$ cat src/rtl/lc_pkg.sv
package lc_pkg;
  typedef struct packed {
    logic ram_rd;
    logic wr_en;
    logic bank2;
    logic altzp;
  } lc_flags_t;

  typedef struct packed {
    logic sw;      // mode switch read
    logic ram_rd;
    logic bank2;
    logic clr_wr;
    logic arm_wr;
    logic set_az;
    logic clr_az;
  } lc_cmd_t;
endpackage

$ cat src/rtl/lc_switch_decode.sv
module lc_switch_decode
  import lc_pkg::*;
#(
  parameter int unsigned ADDR_W = 16,
  parameter logic [ADDR_W-1:0] SW_BASE = 'hC080,
  parameter logic [ADDR_W-1:0] AZ_ON   = 'hC008,
  parameter logic [ADDR_W-1:0] AZ_OFF  = 'hC009
) (
  input  logic              valid_i,
  input  logic [ADDR_W-1:0] addr_i,
  input  logic              we_i,
  input  logic              consec_i,
  output lc_cmd_t           cmd_o
);
  logic sw_grp;
  logic unused_addr2;

  assign unused_addr2 = addr_i[2];
  assign sw_grp = addr_i[ADDR_W-1:4] == SW_BASE[ADDR_W-1:4];

  always_comb begin
    cmd_o        = '0;
    cmd_o.sw     = valid_i && !we_i && sw_grp;
    cmd_o.ram_rd = addr_i[0] == addr_i[1];   // 00 and 11 read RAM
    cmd_o.bank2  = !addr_i[3];
    cmd_o.clr_wr = !addr_i[0];
    cmd_o.arm_wr = addr_i[0] && consec_i;
    cmd_o.set_az = valid_i && we_i && (addr_i == AZ_ON);
    cmd_o.clr_az = valid_i && we_i && (addr_i == AZ_OFF);
  end
endmodule

$ cat src/rtl/lc_mode_regs.sv
module lc_mode_regs
  import lc_pkg::*;
#(
  parameter int unsigned ADDR_W = 16
) (
  input  logic              clk_i,
  input  logic              rst_ni,
  input  logic              valid_i,
  input  logic [ADDR_W-1:0] addr_i,
  input  logic              we_i,
  input  lc_cmd_t           cmd_i,
  output lc_flags_t         flags_o,
  output logic              consec_o
);
  lc_flags_t         flags_q;
  logic [ADDR_W-1:0] last_addr_q;
  logic              last_rd_q;

  always_ff @(posedge clk_i or negedge rst_ni) begin
    if (!rst_ni) begin
      flags_q     <= '0;
      last_addr_q <= '0;
      last_rd_q   <= 1'b0;
    end else begin
      if (valid_i) begin
        last_addr_q <= addr_i;
        last_rd_q   <= !we_i;
      end
      if (cmd_i.sw) begin
        flags_q.ram_rd <= cmd_i.ram_rd;
        flags_q.bank2  <= cmd_i.bank2;
        if (cmd_i.clr_wr)      flags_q.wr_en <= 1'b0;
        else if (cmd_i.arm_wr) flags_q.wr_en <= 1'b1;
      end
      if (cmd_i.set_az)      flags_q.altzp <= 1'b1;
      else if (cmd_i.clr_az) flags_q.altzp <= 1'b0;
    end
  end

  assign flags_o  = flags_q;
  assign consec_o = last_rd_q && (last_addr_q == addr_i);
endmodule

$ cat src/rtl/lc_region_map.sv
module lc_region_map #(
  parameter int unsigned ADDR_W = 16,
  parameter logic [ADDR_W-1:0] REGION_LO = 'hD000,
  parameter logic [ADDR_W-1:0] ALT_HI    = 'hE000,
  localparam int unsigned ROM_AW = $clog2((2**ADDR_W) - int'(REGION_LO)),
  localparam int unsigned ALT_AW = $clog2(int'(ALT_HI) - int'(REGION_LO)),
  localparam int unsigned RAM_AW = ADDR_W + 1
) (
  input  logic              valid_i,
  input  logic [ADDR_W-1:0] addr_i,
  input  logic              we_i,
  input  logic              ram_rd_i,
  input  logic              wr_en_i,
  input  logic              bank2_i,
  output logic              rom_cs_o,
  output logic [ROM_AW-1:0] rom_addr_o,
  output logic              ram_cs_o,
  output logic              ram_we_o,
  output logic [RAM_AW-1:0] ram_addr_o
);
  logic              in_reg;
  logic              alt_pg;
  logic [ADDR_W-1:0] off;

  assign in_reg = valid_i && (addr_i >= REGION_LO);
  assign alt_pg = bank2_i && (addr_i < ALT_HI);
  assign off    = addr_i - REGION_LO;

  always_comb begin
    rom_cs_o = 1'b0;
    ram_cs_o = 1'b0;
    ram_we_o = 1'b0;
    if (in_reg) begin
      if (we_i) begin
        ram_cs_o = wr_en_i;
        ram_we_o = wr_en_i;
      end else begin
        ram_cs_o = ram_rd_i;
        rom_cs_o = !ram_rd_i;
      end
    end
  end

  assign rom_addr_o = off[ROM_AW-1:0];
  assign ram_addr_o = alt_pg ? {1'b1, {(ADDR_W-ALT_AW){1'b0}}, addr_i[ALT_AW-1:0]}
                             : {1'b0, addr_i};
endmodule

$ cat src/rtl/lc_status_mux.sv
module lc_status_mux #(
  parameter int unsigned ADDR_W = 16,
  parameter int unsigned DATA_W = 8,
  parameter logic [ADDR_W-1:0] ST_BANK  = 'hC011,
  parameter logic [ADDR_W-1:0] ST_RAMRD = 'hC012,
  parameter logic [ADDR_W-1:0] ST_AZ    = 'hC016
) (
  input  logic              valid_i,
  input  logic [ADDR_W-1:0] addr_i,
  input  logic              we_i,
  input  logic              bank2_i,
  input  logic              ram_rd_i,
  input  logic              altzp_i,
  output logic              hit_o,
  output logic [DATA_W-1:0] data_o
);
  logic rd, bit_v;

  assign rd = valid_i && !we_i;

  always_comb begin
    hit_o = 1'b0;
    bit_v = 1'b0;
    if (rd) begin
      unique case (addr_i)
        ST_BANK:  begin hit_o = 1'b1; bit_v = bank2_i;  end
        ST_RAMRD: begin hit_o = 1'b1; bit_v = ram_rd_i; end
        ST_AZ:    begin hit_o = 1'b1; bit_v = altzp_i;  end
        default:  ;
      endcase
    end
  end

  assign data_o = {bit_v, {(DATA_W-1){1'b0}}};
endmodule

$ cat src/rtl/lc_bank_ctrl.sv
module lc_bank_ctrl
  import lc_pkg::*;
#(
  parameter int unsigned ADDR_W = 16,
  parameter int unsigned DATA_W = 8,
  parameter logic [ADDR_W-1:0] SW_BASE   = 'hC080,
  parameter logic [ADDR_W-1:0] AZ_ON     = 'hC008,
  parameter logic [ADDR_W-1:0] AZ_OFF    = 'hC009,
  parameter logic [ADDR_W-1:0] ST_BANK   = 'hC011,
  parameter logic [ADDR_W-1:0] ST_RAMRD  = 'hC012,
  parameter logic [ADDR_W-1:0] ST_AZ     = 'hC016,
  parameter logic [ADDR_W-1:0] REGION_LO = 'hD000,
  parameter logic [ADDR_W-1:0] ALT_HI    = 'hE000,
  localparam int unsigned ROM_AW = $clog2((2**ADDR_W) - int'(REGION_LO)),
  localparam int unsigned RAM_AW = ADDR_W + 1
) (
  input  logic              clk_i,
  input  logic              rst_ni,
  input  logic              bus_valid_i,
  input  logic [ADDR_W-1:0] addr_i,
  input  logic              we_i,
  output logic              rom_cs_o,
  output logic [ROM_AW-1:0] rom_addr_o,
  output logic              ram_cs_o,
  output logic              ram_we_o,
  output logic [RAM_AW-1:0] ram_addr_o,
  output logic [DATA_W-1:0] rd_data_o,
  output logic              status_hit_o,
  output logic              altzp_o
);
  lc_cmd_t   cmd;
  lc_flags_t flags;
  logic      consec;

  lc_switch_decode #(
    .ADDR_W(ADDR_W), .SW_BASE(SW_BASE), .AZ_ON(AZ_ON), .AZ_OFF(AZ_OFF)
  ) u_dec (
    .valid_i(bus_valid_i), .addr_i(addr_i), .we_i(we_i),
    .consec_i(consec), .cmd_o(cmd)
  );

  lc_mode_regs #(.ADDR_W(ADDR_W)) u_regs (
    .clk_i(clk_i), .rst_ni(rst_ni), .valid_i(bus_valid_i), .addr_i(addr_i),
    .we_i(we_i), .cmd_i(cmd), .flags_o(flags), .consec_o(consec)
  );

  lc_region_map #(
    .ADDR_W(ADDR_W), .REGION_LO(REGION_LO), .ALT_HI(ALT_HI)
  ) u_map (
    .valid_i(bus_valid_i), .addr_i(addr_i), .we_i(we_i),
    .ram_rd_i(flags.ram_rd), .wr_en_i(flags.wr_en), .bank2_i(flags.bank2),
    .rom_cs_o(rom_cs_o), .rom_addr_o(rom_addr_o), .ram_cs_o(ram_cs_o),
    .ram_we_o(ram_we_o), .ram_addr_o(ram_addr_o)
  );

  lc_status_mux #(
    .ADDR_W(ADDR_W), .DATA_W(DATA_W),
    .ST_BANK(ST_BANK), .ST_RAMRD(ST_RAMRD), .ST_AZ(ST_AZ)
  ) u_st (
    .valid_i(bus_valid_i), .addr_i(addr_i), .we_i(we_i),
    .bank2_i(flags.bank2), .ram_rd_i(flags.ram_rd), .altzp_i(flags.altzp),
    .hit_o(status_hit_o), .data_o(rd_data_o)
  );

  assign altzp_o = flags.altzp;
endmodule

$ cat config.mk
export PLATFORM = sky130hd
export DESIGN_NAME = lc_bank_ctrl
export DESIGN_NICKNAME = d
export VERILOG_FILES = /design/src/rtl/lc_pkg.sv /design/src/rtl/lc_switch_decode.sv /design/src/rtl/lc_mode_regs.sv /design/src/rtl/lc_region_map.sv /design/src/rtl/lc_status_mux.sv /design/src/rtl/lc_bank_ctrl.sv
export SDC_FILE = /design/constraint.sdc
export NUM_CORES = 1
export LEC_CHECK = 0
export BUFFER_PORTS_ARGS = -buffer_cell sky130_fd_sc_hd__buf_2
export CAP_MARGIN = 20
export CORE_MARGIN = 2
export CORE_UTILIZATION = 30
export CTS_CLUSTER_SIZE = 40
export DETAILED_ROUTE_END_ITERATION = 8
export GPL_TIMING_DRIVEN = 0
export PLACE_DENSITY = 0.52
export SLEW_MARGIN = 10
export SYNTH_ARGS = -nofsm -noshare
export SYNTH_HDL_FRONTEND = slang
export SYNTH_SLANG_ARGS = --single-unit
$ cat constraint.sdc
create_clock -name clk_i -period 2.1 [get_ports clk_i]
set_input_delay 0.42 -clock clk_i [delete_from_list [all_inputs] [get_ports clk_i]]
set_output_delay 0.42 -clock clk_i [all_outputs]
set_load 0.005 [all_outputs]
======== Word-level counts from Yosys, hierarchy flattened ========
Cells that the tools add are included.
operators by class
  add/sub/neg operators ................... 1
  magnitude comparators ................... 2
  equal/unequal tests ..................... 9
  multiplexer cells ....................... 15
  reductions and logical operators ........ 15
operators with widths
  cell                      number
  $eq A16 B16 Y1 const B    5
  $mux W17                  1
  $eq A16 B16 Y1            1
  $ge A16 B16 Y1 const B    1
  $lt A16 B16 Y1 const B    1
  $sub A14 B13 Y14 const B  1
  $mux W1                   13
  $eq A12 B12 Y1 const B    1
  $logic_and A1 B1 Y1       9
  $logic_not A1 Y1          3
  $pmux W1 S3               1
  $reduce_or A3 Y1          1
  $ne A2 B1 Y1 const B      1
  $reduce_and A2 Y1         1
  $reduce_bool A2 Y1        1
  $eq A1 B1 Y1              1
word-level totals
  register bits ........................... 21
  bits of input ports ..................... 20
  output and inout bits ................... 44

======== Longest topological paths before layout ========
Gate-level depths: netlist of run 1.
  word-level depth ........................ 5
  gate-level depth with buffers ........... 7
  mapped depth without buffers ............ 6

======== By module ========
A second synthesis of run 1 with hierarchy kept.
second synthesis, totals
  cell total of the unflattened synthesis .. 159
  area total of the unflattened synthesis .. 1600.3 um^2
by module, submodules not included
  module            times used  cells each  area an instance (um^2)  seq. area each (um^2)
  lc_mode_regs      1           69          953.4                    525.5
  lc_region_map     1           49          347.8                    0.0
  lc_status_mux     1           23          177.7                    0.0
  lc_switch_decode  1           18          121.4                    0.0

======== Worst setup path before layout of run 1 ========
Ideal clock, no wire load.
  path type ............................... in2out
  start ................................... input addr_i[5]
  end ..................................... output rom_cs_o
  arrival ................................. 1.635 ns
  slack ................................... 0.045 ns
  stages .................................. 4
  buffers on the path ..................... 0
  cell sequence ........................... or4_4 -> nor3_2 -> a41oi_1 -> nor4_1
on the way
  cells in the longest elaborated chain, start to end .. 3
RTL lines
  element              RTL line             RTL
  from (decl)          lc_bank_ctrl.sv:20   input logic [ADDR_W-1:0] addr_i,
  $ge A16 B16 Y1       lc_region_map.sv:25  assign in_reg = valid_i && (addr_i >= REGION_LO);
  $logic_and A1 B1 Y1  lc_region_map.sv:25
  $mux W1              lc_region_map.sv:33  if (in_reg) begin
  to (decl)            lc_bank_ctrl.sv:22   output logic rom_cs_o,
No other way between the ends.

======== Worst setup path in the final report of run 1 ========
  start ................................... input addr_i[8]
  end ..................................... output ram_we_o
on the way
  cells in the longest elaborated chain, start to end .. 3
RTL lines
  element              RTL line             RTL
  $ge A16 B16 Y1       lc_region_map.sv:25
  $logic_and A1 B1 Y1  lc_region_map.sv:25
  $mux W1              lc_region_map.sv:33
  to (decl)            lc_bank_ctrl.sv:25   output logic ram_we_o,
No other way between the ends.

==> results of run 1 <==
-- synthesized netlist by cell type (2+ instances only) --
cell type | n | area (µm²)
sky130_fd_sc_hd__ha_1 | 5 | 62.6
sky130_fd_sc_hd__nand3_1 | 3 | 15.0
sky130_fd_sc_hd__nor3_1 | 4 | 20.0
sky130_fd_sc_hd__and2_1 | 2 | 12.5
sky130_fd_sc_hd__or4_4 | 2 | 22.5
sky130_fd_sc_hd__nor4_1 | 5 | 31.3
sky130_fd_sc_hd__nor2_1 | 6 | 22.5
sky130_fd_sc_hd__nand4b_1 | 2 | 17.5
sky130_fd_sc_hd__mux2_2 | 17 | 191
sky130_fd_sc_hd__o21ai_1 | 2 | 10.0
sky130_fd_sc_hd__nand2_1 | 6 | 22.5
sky130_fd_sc_hd__buf_4 | 33 | 248
sky130_fd_sc_hd__dfrtp_1 | 21 | 526
sky130_fd_sc_hd__nand4_1 | 2 | 12.5
sky130_fd_sc_hd__xor2_1 | 15 | 131
sky130_fd_sc_hd__inv_1 | 9 | 33.8
-- worst register-to-register path, stage by stage (launching register included) --
cell	delay [ns]
sky130_fd_sc_hd__dfrtp_1	0.38
sky130_fd_sc_hd__xor2_1	0.14
sky130_fd_sc_hd__nor4_1	0.34
sky130_fd_sc_hd__nand3_1	0.14
sky130_fd_sc_hd__o31ai_1	0.23
-- metal layers --
layer  global-route usage [%]  part of all wire (%)
met1                     16.9                    46
met4                     3.57                  0.82
met5                        0                     0
met3                     1.76                   5.7
met2                     19.8                    47
-- stage by stage --
stage	hold slack [ns]	instance area (µm²)
after floorplan	0.124	1520
after global placement	0.412	1880
after detailed placement	0.413	1880
after CTS	0.129	2000
after global routing	0.156	2050
final	0.116	2050
-- worst paths after layout --
check,start,endpoint,slack [ns],cells past startpoint
hold reg to reg,u_regs.flags_o[2]$_DFFE_PN0P_,u_regs.flags_o[2]$_DFFE_PN0P_,0.52,2
max in group asynchronous,rst_ni,u_regs.last_addr_q[8]$_DFFE_PN0P_,1.64,1
setup / recovery,addr_i[8],ram_we_o,-0.16,7
hold / removal,rst_ni,u_regs.last_addr_q[11]$_DFFE_PN0P_,0.12,1
setup reg to reg,u_regs.last_addr_q[0]$_DFFE_PN0P_,u_regs.flags_o[2]$_DFFE_PN0P_,0.79,4
min in group clk_i,addr_i[6],u_regs.last_addr_q[6]$_DFFE_PN0P_,0.43,2
-- power by group through the flow --
stage / combinational, µW / sequential (µW) / clock, µW
finish: 256 / 457 / 261
global route: 285 / 462 / 297
CTS: 252 / 457 / 273
detailed placement: 241 / 466 / 0
global placement: 239 / 464 / 0
floorplan: 145 / 462 / 0
-- layout make-up --
cell class | instances | share of cell area, %
Multi-Input combinational cell | 91 | 36.0
Sequential cell | 21 | 25.7
Timing Repair Buffer | 64 | 18.2
Buffer | 34 | 12.2
Tap cell | 67 | 4.10
Clock buffer | 4 | 2.20
Inverter | 9 | 1.65
-- logic make-up after synthesis --
kind of cell / count (synthesis)
AOI/OAI and AO/OA: 9
xor gates and xnor gates: 16
adders and majority gates: 5
buffers and inverters: 44
DFF: 21
muxes: 18
other: 1
and+or+nand+nor: 36
-- sequential cells by signal (all words and copies together), names as in the netlist --
signal	count
u_regs.last_rd_q	1
u_regs.last_addr_q	16
u_regs.flags_o	4
-- repair_timing --
action,in CTS,in global routing
hold endpoints to repair,0,0
endpoints found under the setup margin,5,5
pin swaps,8,4
setup buffers,5,4
gates resized for setup,10,5
==> summary.md, run 1 <==
## Synth
* 32 — Synth cell types
* 4.36% — post-synthesis compound-gate area fraction
* 35.2% — sequential element share of the synthesized area
* 4.19% — adder-cell area share of the yosys netlist
* 9.38% — xor-xnor portion of the synthesized cell area
* 100% — fraction of registers with async set/reset
* 0 — yosys warns
* buffers and inverters — dominant combinational cell family by area after synthesis
* 0 — number of enable-type register cells in the synthesized netlist
* 13.5% — multiplexer share of the synthesized area
* 13.7% — Simple-Gate Fraction of Synth Area
* 150 — Post-Syn Instances
* 9.96 µm² — post-synthesis area per instance
* 1490 µm² — mapped cell area
* sky130_fd_sc_hd__dfrtp_1 — most used flip-flop cell after synthesis
* 21 — Seq cells post-synth

## Pwr
* 0.00104 µW — leakage dissipation
* 26.8% — Clock power frac
* 974 µW — total power of the final layout
* 26.6% — switching share of power
* 0.267 mV — VDD IR max
* 26.3% — combinational group share of total power
* 715 µW — Internal Pwr Total
* 476 nW/µm² — power density over the cells
* 46.9% — register share of total power
* 259 µW — switching power

## Status
* negative setup slack — violations in the final reports
* finished with violations — result of the run

## Placement
* -0.365 ns — Post-Place Worst Slack
* 278 — Post-Place Cells
* 55 — Port Buffer Count
* 2580 µm — HPWL after detailed placement
* 0.796 — Final Wtd Congestion

## Cells and area
* 526 µm² — area used by sequential logic in the layout
* sky130_fd_sc_hd__buf_2 — most common cell after layout, fill and taps aside
* 249 — Nets
* 43.0% — final core area utilization
* 36.9% — Area growth syn-to-layout
* 0 — number of antenna diodes
* 736 µm² — multi-input logic area
* 290 — count of non-filler cells in the finished layout
* 53 x sky130_fd_sc_hd__buf_2, 40 x sky130_fd_sc_hd__buf_4, 21 x sky130_fd_sc_hd__dfrtp_1 — highest-count cells in the layout ignoring fill and taps
* 491 — Fill cells
* 56.5% — share of layout cells above drive strength 1

## CTS
* 0 — Post-CTS Hold Fix Bufs
* 0.26 ns — Skew-Pair Late Insertion Delay
* 3 — TritonCTS Buffers
* 0.07 ns — clock edge transition at the registers on the reported setup and hold paths
* done — CTS tree
* 1 — Max H-tree Level
* sky130_fd_sc_hd__clkbuf_8 — Clock Root Buffer
* 21 — clk sink count
* 2 — buffer levels on the longest clock path

## Setup path
* 1.68 ns — critical path required time
* 0.57 ns — biggest cell delay along the critical path
* sky130_fd_sc_hd__or4_4 — cell type of the slowest stage on the worst timing path
* simple AND/OR/NAND/NOR gates — cell family with the largest share of critical-path delay
* 1.84 ns — worst path arrival time
* 3 — Crit Path Max Fanout
* input pin — critical path startpoint category
* in -> out — start-to-end type of the worst setup path
* buf_8 -> or4_4 -> nor3_4 -> a41oi_2 -> buf_4 -> nor3_2 -> buf_2 — cells along the critical path
* output port — critical path endpoint category
* 3 — Crit path buffers/inverters

## Global route
* 0 — gr ovfl total
* 22 — pin count of the biggest net entering global routing
* 0 — initial antenna violation count
* 5120 µm — wire length of the first global-routing pass
* 12.2% — global router's overall resource usage
* 1095 — via count of the first global-routing pass

## STA
* 108% — share of the clock period used by the worst path after layout
* -0.164 ns — setup ws final
* 0 — number of slew-limit violations in the final report
* 5 — number of failing setup endpoints in the final timing report
* 0.00383 ns — worst clock skew
* 0.442 GHz — timing-limited maximum frequency
* 61.9% — tightest slew margin relative to the limit
* 2.26 ns — final critical path time including I/O delays and setup
* yes — RSZ-0062 raised after global routing
* 0 — Fin. Hold Viols
* -0.661 ns — sum of negative setup slack
* 0.571 ns — slew at the pin closest to its max-slew limit

## Die
* 74.6 µm — DIE WIDTH
* 25 — std cell rows
* 64 — number of top-level pins
* 74.6 µm — height of the chip
* 5560 µm² — total die area
* 31.4% — starting density of the core
* 4750 µm² — Std-Cell Core Area

## Route
* 0 — Detail Route Antenna Nets
* 1217 — total vias in the final route
* 4 — first drt pass iteration count
* 11.3 µm — wire length per cell after detailed routing
* 0 — DRC violations left
* 4.20 — routed vias/inst
* 47 — DRC violation total after the first TritonRoute iteration
* 3290 µm — Routed Wire Length

## Job
* 0 — Maximum Capacitance Violations

## Worst hold path
* in -> async — class of the most critical hold timing path

No activity file was read; power rests on OpenSTA's default activity.
==> run 2: changes to the inputs <==
--- a/config.mk
+++ b/config.mk
@@ -7,7 +7,7 @@
 export LEC_CHECK = 0
 export BUFFER_PORTS_ARGS = -buffer_cell sky130_fd_sc_hd__buf_2
 export CAP_MARGIN = 20
-export CORE_MARGIN = 2
+export CORE_MARGIN = 5
 export CORE_UTILIZATION = 30
 export CTS_CLUSTER_SIZE = 40
 export DETAILED_ROUTE_END_ITERATION = 8
==> run 2 against run 1 <==
Compared with the run above:
- critical path type unchanged
- combinational power about the same
- die area rose by 17%
- non-clock buffer count is 4 higher
- clock power is 5% higher
- core utilization up 1.2 points
- maximum frequency fell by 3.1%
- the flow still finishes with violations (negative setup slack)
- count of clock-buffer cells in the layout unchanged
- critical endpoint unchanged
- power is 1.5% higher
- flip-flop and latch count unchanged
- setup slack worse by 0.073 ns
==> summary.md, run 2 (synthesized netlist as in run 1, its figures left out) <==
## STA
* 111% — share of the clock period used by the worst path after layout
* 2.34 ns — final critical path time including I/O delays and setup
* -0.238 ns — setup ws final
* 0.119 ns — Worst Hold Slack
* 0 — number of slew-limit violations in the final report
* 0 — Fin. Hold Viols
* 0.428 GHz — timing-limited maximum frequency
* 56.4% — tightest slew margin relative to the limit
* 0.00156 ns — worst clock skew
* yes — RSZ-0062 raised after global routing
* 5 — number of failing setup endpoints in the final timing report
* 0.648 ns — slew at the pin closest to its max-slew limit

## CTS
* 2 — buffer levels on the longest clock path
* 1 — Max H-tree Level
* 0.08 ns — clock edge transition at the registers on the reported setup and hold paths
* 3 — TritonCTS Buffers
* 0.26 ns — Skew-Pair Late Insertion Delay
* 0 — Post-CTS Hold Fix Bufs
* sky130_fd_sc_hd__clkbuf_8 — Clock Root Buffer
* done — CTS tree
* 21 — clk sink count

## Pwr
* 0.00106 µW — leakage dissipation
* 27.7% — Clock power frac
* 713 µW — Internal Pwr Total
* 276 µW — switching power
* 468 nW/µm² — power density over the cells
* 26.1% — combinational group share of total power
* 46.2% — register share of total power
* 0.244 mV — VDD IR max
* 27.9% — switching share of power

## Global route
* 0 — initial antenna violation count
* 1200 — via count of the first global-routing pass
* 5930 µm — wire length of the first global-routing pass
* 22 — pin count of the biggest net entering global routing
* 0 — gr ovfl total
* 11.9% — global router's overall resource usage

## Route
* 1246 — total vias in the final route
* 4 — first drt pass iteration count
* 0 — Detail Route Antenna Nets
* 3730 µm — Routed Wire Length
* 12.7 µm — wire length per cell after detailed routing
* 52 — DRC violation total after the first TritonRoute iteration
* 0 — DRC violations left
* 4.24 — routed vias/inst

## Placement
* 1880 µm² — area post-placement
* 278 — Post-Place Cells
* 2710 µm — HPWL after detailed placement
* -0.405 ns — Post-Place Worst Slack
* 55 — Port Buffer Count
* 0.774 — Final Wtd Congestion

## Setup path
* 4 — number of cells on the worst reg-to-reg path
* addr_i[9] — start point of the critical path
* ram_we_o — worst setup path end
* in -> out — start-to-end type of the worst setup path
* 0.79 ns — Register-to-Register Setup Slack
* 1.92 ns — worst path arrival time
* input pin — critical path startpoint category
* u_regs.flags_o[2]$_DFFE_PN0P_ — terminus of the critical flop-to-flop path
* u_regs.last_addr_q[0]$_DFFE_PN0P_ — critical register-to-register path startpoint
* output port — critical path endpoint category
* 1.68 ns — critical path required time
* 3 — Crit Path Max Fanout

## Die
* 31.2% — starting density of the core
* 80.6 µm — DIE WIDTH
* 4790 µm² — Std-Cell Core Area
* 80.6 µm — height of the chip
* 64 — number of top-level pins
* 25 — std cell rows
* 6490 µm² — total die area

## Status
* negative setup slack — violations in the final reports
* finished with violations — result of the run

## Cells and area
* 16 — max reg flops
* 294 — count of non-filler cells in the finished layout
* 41.5% — Area growth syn-to-layout
* 58.1% — share of layout cells above drive strength 1
* 0 — number of antenna diodes
* 53 x sky130_fd_sc_hd__buf_2, 40 x sky130_fd_sc_hd__buf_4, 21 x sky130_fd_sc_hd__dfrtp_1 — highest-count cells in the layout ignoring fill and taps
* u_regs.last_addr_q — largest register by flop count
* sky130_fd_sc_hd__buf_2 — most common cell after layout, fill and taps aside
* 253 — Nets
* 2110 µm² — final design instance area without fill

## Worst hold path
* in -> async — class of the most critical hold timing path

## Job
* 0 — Maximum Capacitance Violations

==> run 2: changes by cell type in the layout (fill, tap and decap cells not counted) <==
cell | previous run | this run
sky130_fd_sc_hd__a31oi_1 | 1 | 0
sky130_fd_sc_hd__a31oi_4 | 0 | 1
sky130_fd_sc_hd__nor3_2 | 1 | 0
sky130_fd_sc_hd__nor4_2 | 0 | 1
sky130_fd_sc_hd__nor3_4 | 2 | 3
sky130_fd_sc_hd__buf_8 | 2 | 1
sky130_fd_sc_hd__buf_6 | 2 | 7
sky130_fd_sc_hd__nor4_1 | 5 | 4
==> run 2: what timing repair did <==
item                       CTS  global route
pin swaps                    9             3
setup endpoints to repair    5             6
gates resized for setup     21             4
buffers inserted            13             4
==> run 2: worst min path at each step <==
stage                 from                                  to  slack (ns)  cells past startpoint
floorplan           rst_ni       u_regs.flags_o[0]$_DFFE_PN0P_        0.12                      0
global placement    rst_ni  u_regs.last_addr_q[15]$_DFFE_PN0P_        0.41                      1
detailed placement  rst_ni  u_regs.last_addr_q[15]$_DFFE_PN0P_        0.42                      1
CTS                 rst_ni  u_regs.last_addr_q[15]$_DFFE_PN0P_        0.14                      1
global route        rst_ni  u_regs.last_addr_q[15]$_DFFE_PN0P_        0.16                      1
finish              rst_ni  u_regs.last_addr_q[15]$_DFFE_PN0P_        0.12                      1
==> run 2: per-stage QoR <==
step | utilization, % | power (µW) | setup TNS [ns]
floorplan | - | 607 | 0
global placement | 39.2 | 704 | -1.35
detailed placement | 39.2 | 708 | -1.37
CTS | 44.0 | 991 | -0.851
global route | 44.2 | 1050 | -1.43
finish | 44.2 | 989 | -1.08
==> run 2: area by class of cell <==
type                       count  area (µm²)
fill                         482        2670
multi-input combinational     91         763
inverter                       9        33.8
sequential                    21         526
timing repair buffer          68         414
tap                           67        83.8
clock buffer                   4        45.0
buffer                        34         249
==> run 2: power groups by stage <==
stage	clock [µW]	sequential [µW]	combinational (µW)
6_report	274	457	258
2_1_floorplan	0	462	145
3_5_place_dp	0	466	242
4_1_cts	278	457	256
5_1_grt	298	462	288
3_3_place_gp	0	465	239
==> run 2: worst max-delay path: stages <==
cell and delay (ns):
sky130_fd_sc_hd__buf_8 0.09, sky130_fd_sc_hd__or4_4 0.55, sky130_fd_sc_hd__nor3_4 0.17, sky130_fd_sc_hd__a41oi_2 0.18, sky130_fd_sc_hd__buf_4 0.19, sky130_fd_sc_hd__nor3_4 0.15
sky130_fd_sc_hd__buf_2 0.14
==> run 2: per-layer routing <==
metal | track usage [%] | up-vias | wire, µm
li1 | - | 623 | -
met1 | 16.0 | 570 | 1700
met2 | 18.9 | 47 | 1700
met3 | 2.69 | 6 | 274
met4 | 3.72 | 0 | 57
met5 | 0 | - | 0
==> run 3: changes to the inputs <==
--- a/config.mk
+++ b/config.mk
@@ -12,7 +12,7 @@
 export CTS_CLUSTER_SIZE = 40
 export DETAILED_ROUTE_END_ITERATION = 8
 export GPL_TIMING_DRIVEN = 0
-export PLACE_DENSITY = 0.52
+export PLACE_DENSITY_LB_ADDON = 0.25
 export SLEW_MARGIN = 10
 export SYNTH_ARGS = -nofsm -noshare
 export SYNTH_HDL_FRONTEND = slang
==> run 3 against run 2 <==
Compared with the run above:
- the flow still finishes with violations (negative setup slack)
- core utilization is 0.76 points lower
- non-clock buffer count is 4 lower
- count of clock-buffer cells in the layout is 1 lower
==> summary.md, run 3 (synthesized netlist as in run 1, its figures left out) <==
## Route
* 3630 µm — Routed Wire Length
* 1245 — total vias in the final route
* 0 — Detail Route Antenna Nets
* 4 — first drt pass iteration count
* 38 — DRC violation total after the first TritonRoute iteration
* 12.5 µm — wire length per cell after detailed routing
* 4.29 — routed vias/inst
* 0 — DRC violations left

## Setup path
* 2 — Crit path buffers/inverters
* 1.68 ns — critical path required time
* 4 — number of cells on the worst reg-to-reg path
* sky130_fd_sc_hd__or4_4 — cell type of the slowest stage on the worst timing path
* 3 — Crit Path Max Fanout
* simple AND/OR/NAND/NOR gates — cell family with the largest share of critical-path delay
* output port — critical path endpoint category
* input pin — critical path startpoint category
* in -> out — start-to-end type of the worst setup path
* u_regs.flags_o[2]$_DFFE_PN0P_ — terminus of the critical flop-to-flop path
* 0.57 ns — biggest cell delay along the critical path
* 1.87 ns — worst path arrival time
* buf_8 -> or4_4 -> nor3_4 -> a41oi_2 -> a211oi_1 -> buf_2 — cells along the critical path
* u_regs.last_addr_q[0]$_DFFE_PN0P_ — critical register-to-register path startpoint
* 0.79 ns — Register-to-Register Setup Slack

## Global route
* 0 — gr ovfl total
* 22 — pin count of the biggest net entering global routing
* 1257 — via count of the first global-routing pass
* 6000 µm — wire length of the first global-routing pass
* 11.8% — global router's overall resource usage
* 0 — initial antenna violation count

## STA
* yes — RSZ-0062 raised after global routing
* 0.000951 ns — worst clock skew
* 0 — Fin. Hold Viols
* 109% — share of the clock period used by the worst path after layout
* 2.29 ns — final critical path time including I/O delays and setup
* 0 — number of slew-limit violations in the final report
* 0.437 GHz — timing-limited maximum frequency
* 58.9% — tightest slew margin relative to the limit
* 0.112 ns — Worst Hold Slack
* 5 — number of failing setup endpoints in the final timing report
* -0.189 ns — setup ws final
* 0.611 ns — slew at the pin closest to its max-slew limit

## Cells and area
* 290 — count of non-filler cells in the finished layout
* 249 — Nets
* 0 — number of antenna diodes
* sky130_fd_sc_hd__buf_2 — most common cell after layout, fill and taps aside
* 53 x sky130_fd_sc_hd__buf_2, 37 x sky130_fd_sc_hd__buf_4, 21 x sky130_fd_sc_hd__dfrtp_1 — highest-count cells in the layout ignoring fill and taps
* 39.1% — Area growth syn-to-layout
* 43.4% — final core area utilization
* 16 — max reg flops
* u_regs.last_addr_q — largest register by flop count
* 2080 µm² — final design instance area without fill
* 57.8% — share of layout cells above drive strength 1

## Pwr
* 0.463 mV — VDD IR max
* 474 nW/µm² — power density over the cells
* 985 µW — total power of the final layout
* 0.00104 µW — leakage dissipation

## Job
* 0 — Maximum Capacitance Violations

## Die
* 4790 µm² — Std-Cell Core Area
* 80.6 µm — height of the chip
* 80.6 µm — DIE WIDTH
* 6490 µm² — total die area
* 31.2% — starting density of the core
* 64 — number of top-level pins
* 25 — std cell rows

## Placement
* 55 — Port Buffer Count
* 0.775 — Final Wtd Congestion
* 1880 µm² — area post-placement
* 2790 µm — HPWL after detailed placement
* 278 — Post-Place Cells

## CTS
* 3 — TritonCTS Buffers
* 1 — Max H-tree Level
* 2 — buffer levels on the longest clock path
* 21 — clk sink count
* done — CTS tree
* 0.08 ns — clock edge transition at the registers on the reported setup and hold paths
* 0.26 ns — Skew-Pair Late Insertion Delay
* 0 — Post-CTS Hold Fix Bufs
* sky130_fd_sc_hd__clkbuf_8 — Clock Root Buffer

## Status
* negative setup slack — violations in the final reports
* finished with violations — result of the run

## Worst hold path
* in -> async — class of the most critical hold timing path

-- run 3: how the worst max path moves through the flow --
stage | from | end | slack [ns] | cells after the start
6_report | addr_i[9] | ram_cs_o | -0.19 | 6
2_1_floorplan | addr_i[5] | rom_cs_o | 0.04 | 4
3_3_place_gp | addr_i[5] | rom_cs_o | -0.41 | 6
3_5_place_dp | addr_i[5] | rom_cs_o | -0.39 | 6
5_1_grt | addr_i[9] | ram_cs_o | -0.25 | 6
4_1_cts | addr_i[9] | rom_cs_o | -0.18 | 6
-- run 3: worst reg2reg max path: cells and delay by family (launching register included) --
family / cells / cell delay (ns)
AOI/OAI and AO/OA: 1 / 0.23
xor gates and xnor gates: 1 / 0.14
DFF: 1 / 0.39
and+or+nand+nor: 2 / 0.46
-- run 3: area by class of cell --
class / count / area, µm²
multi-input cells: 91 / 757
well taps: 67 / 83.8
flip-flops and latches: 21 / 526
repair buffers: 64 / 380
fillers: 478 / 2710
plain buffers: 34 / 249
clock inverters: 1 / 7.51
clock buffers: 3 / 41.3
inverters: 9 / 33.8
-- run 3: layer usage --
layer	track usage, %	wire length, µm	vias to the layer above
met5	0	0	-
met1	15.3	1540	557
met4	1.52	25	0
met2	19.8	1710	63
met3	3.70	359	6
li1	-	-	619
-- run 3: what timing repair did --
action,in CTS,in global routing
setup endpoints to repair,5,6
pin swaps,7,5
setup buffers,10,2
resized for setup,19,4
cloned,0,0
-- run 3: power by group --
part | internal [µW] | switching [µW] | total (µW)
Clock | 134 | 143 | 277
Combinational | 137 | 115 | 251
Sequential | 437 | 20.0 | 457
Total | 708 | 277 | 985
-- run 3: stage by stage --
stage | TNS, ns | setup slack [ns]
6_report | -0.827 | -0.189
2_1_floorplan | 0 | 0.0448
5_1_grt | -1.13 | -0.255
3_5_place_dp | -1.51 | -0.391
3_3_place_gp | -1.40 | -0.410
4_1_cts | -0.566 | -0.182
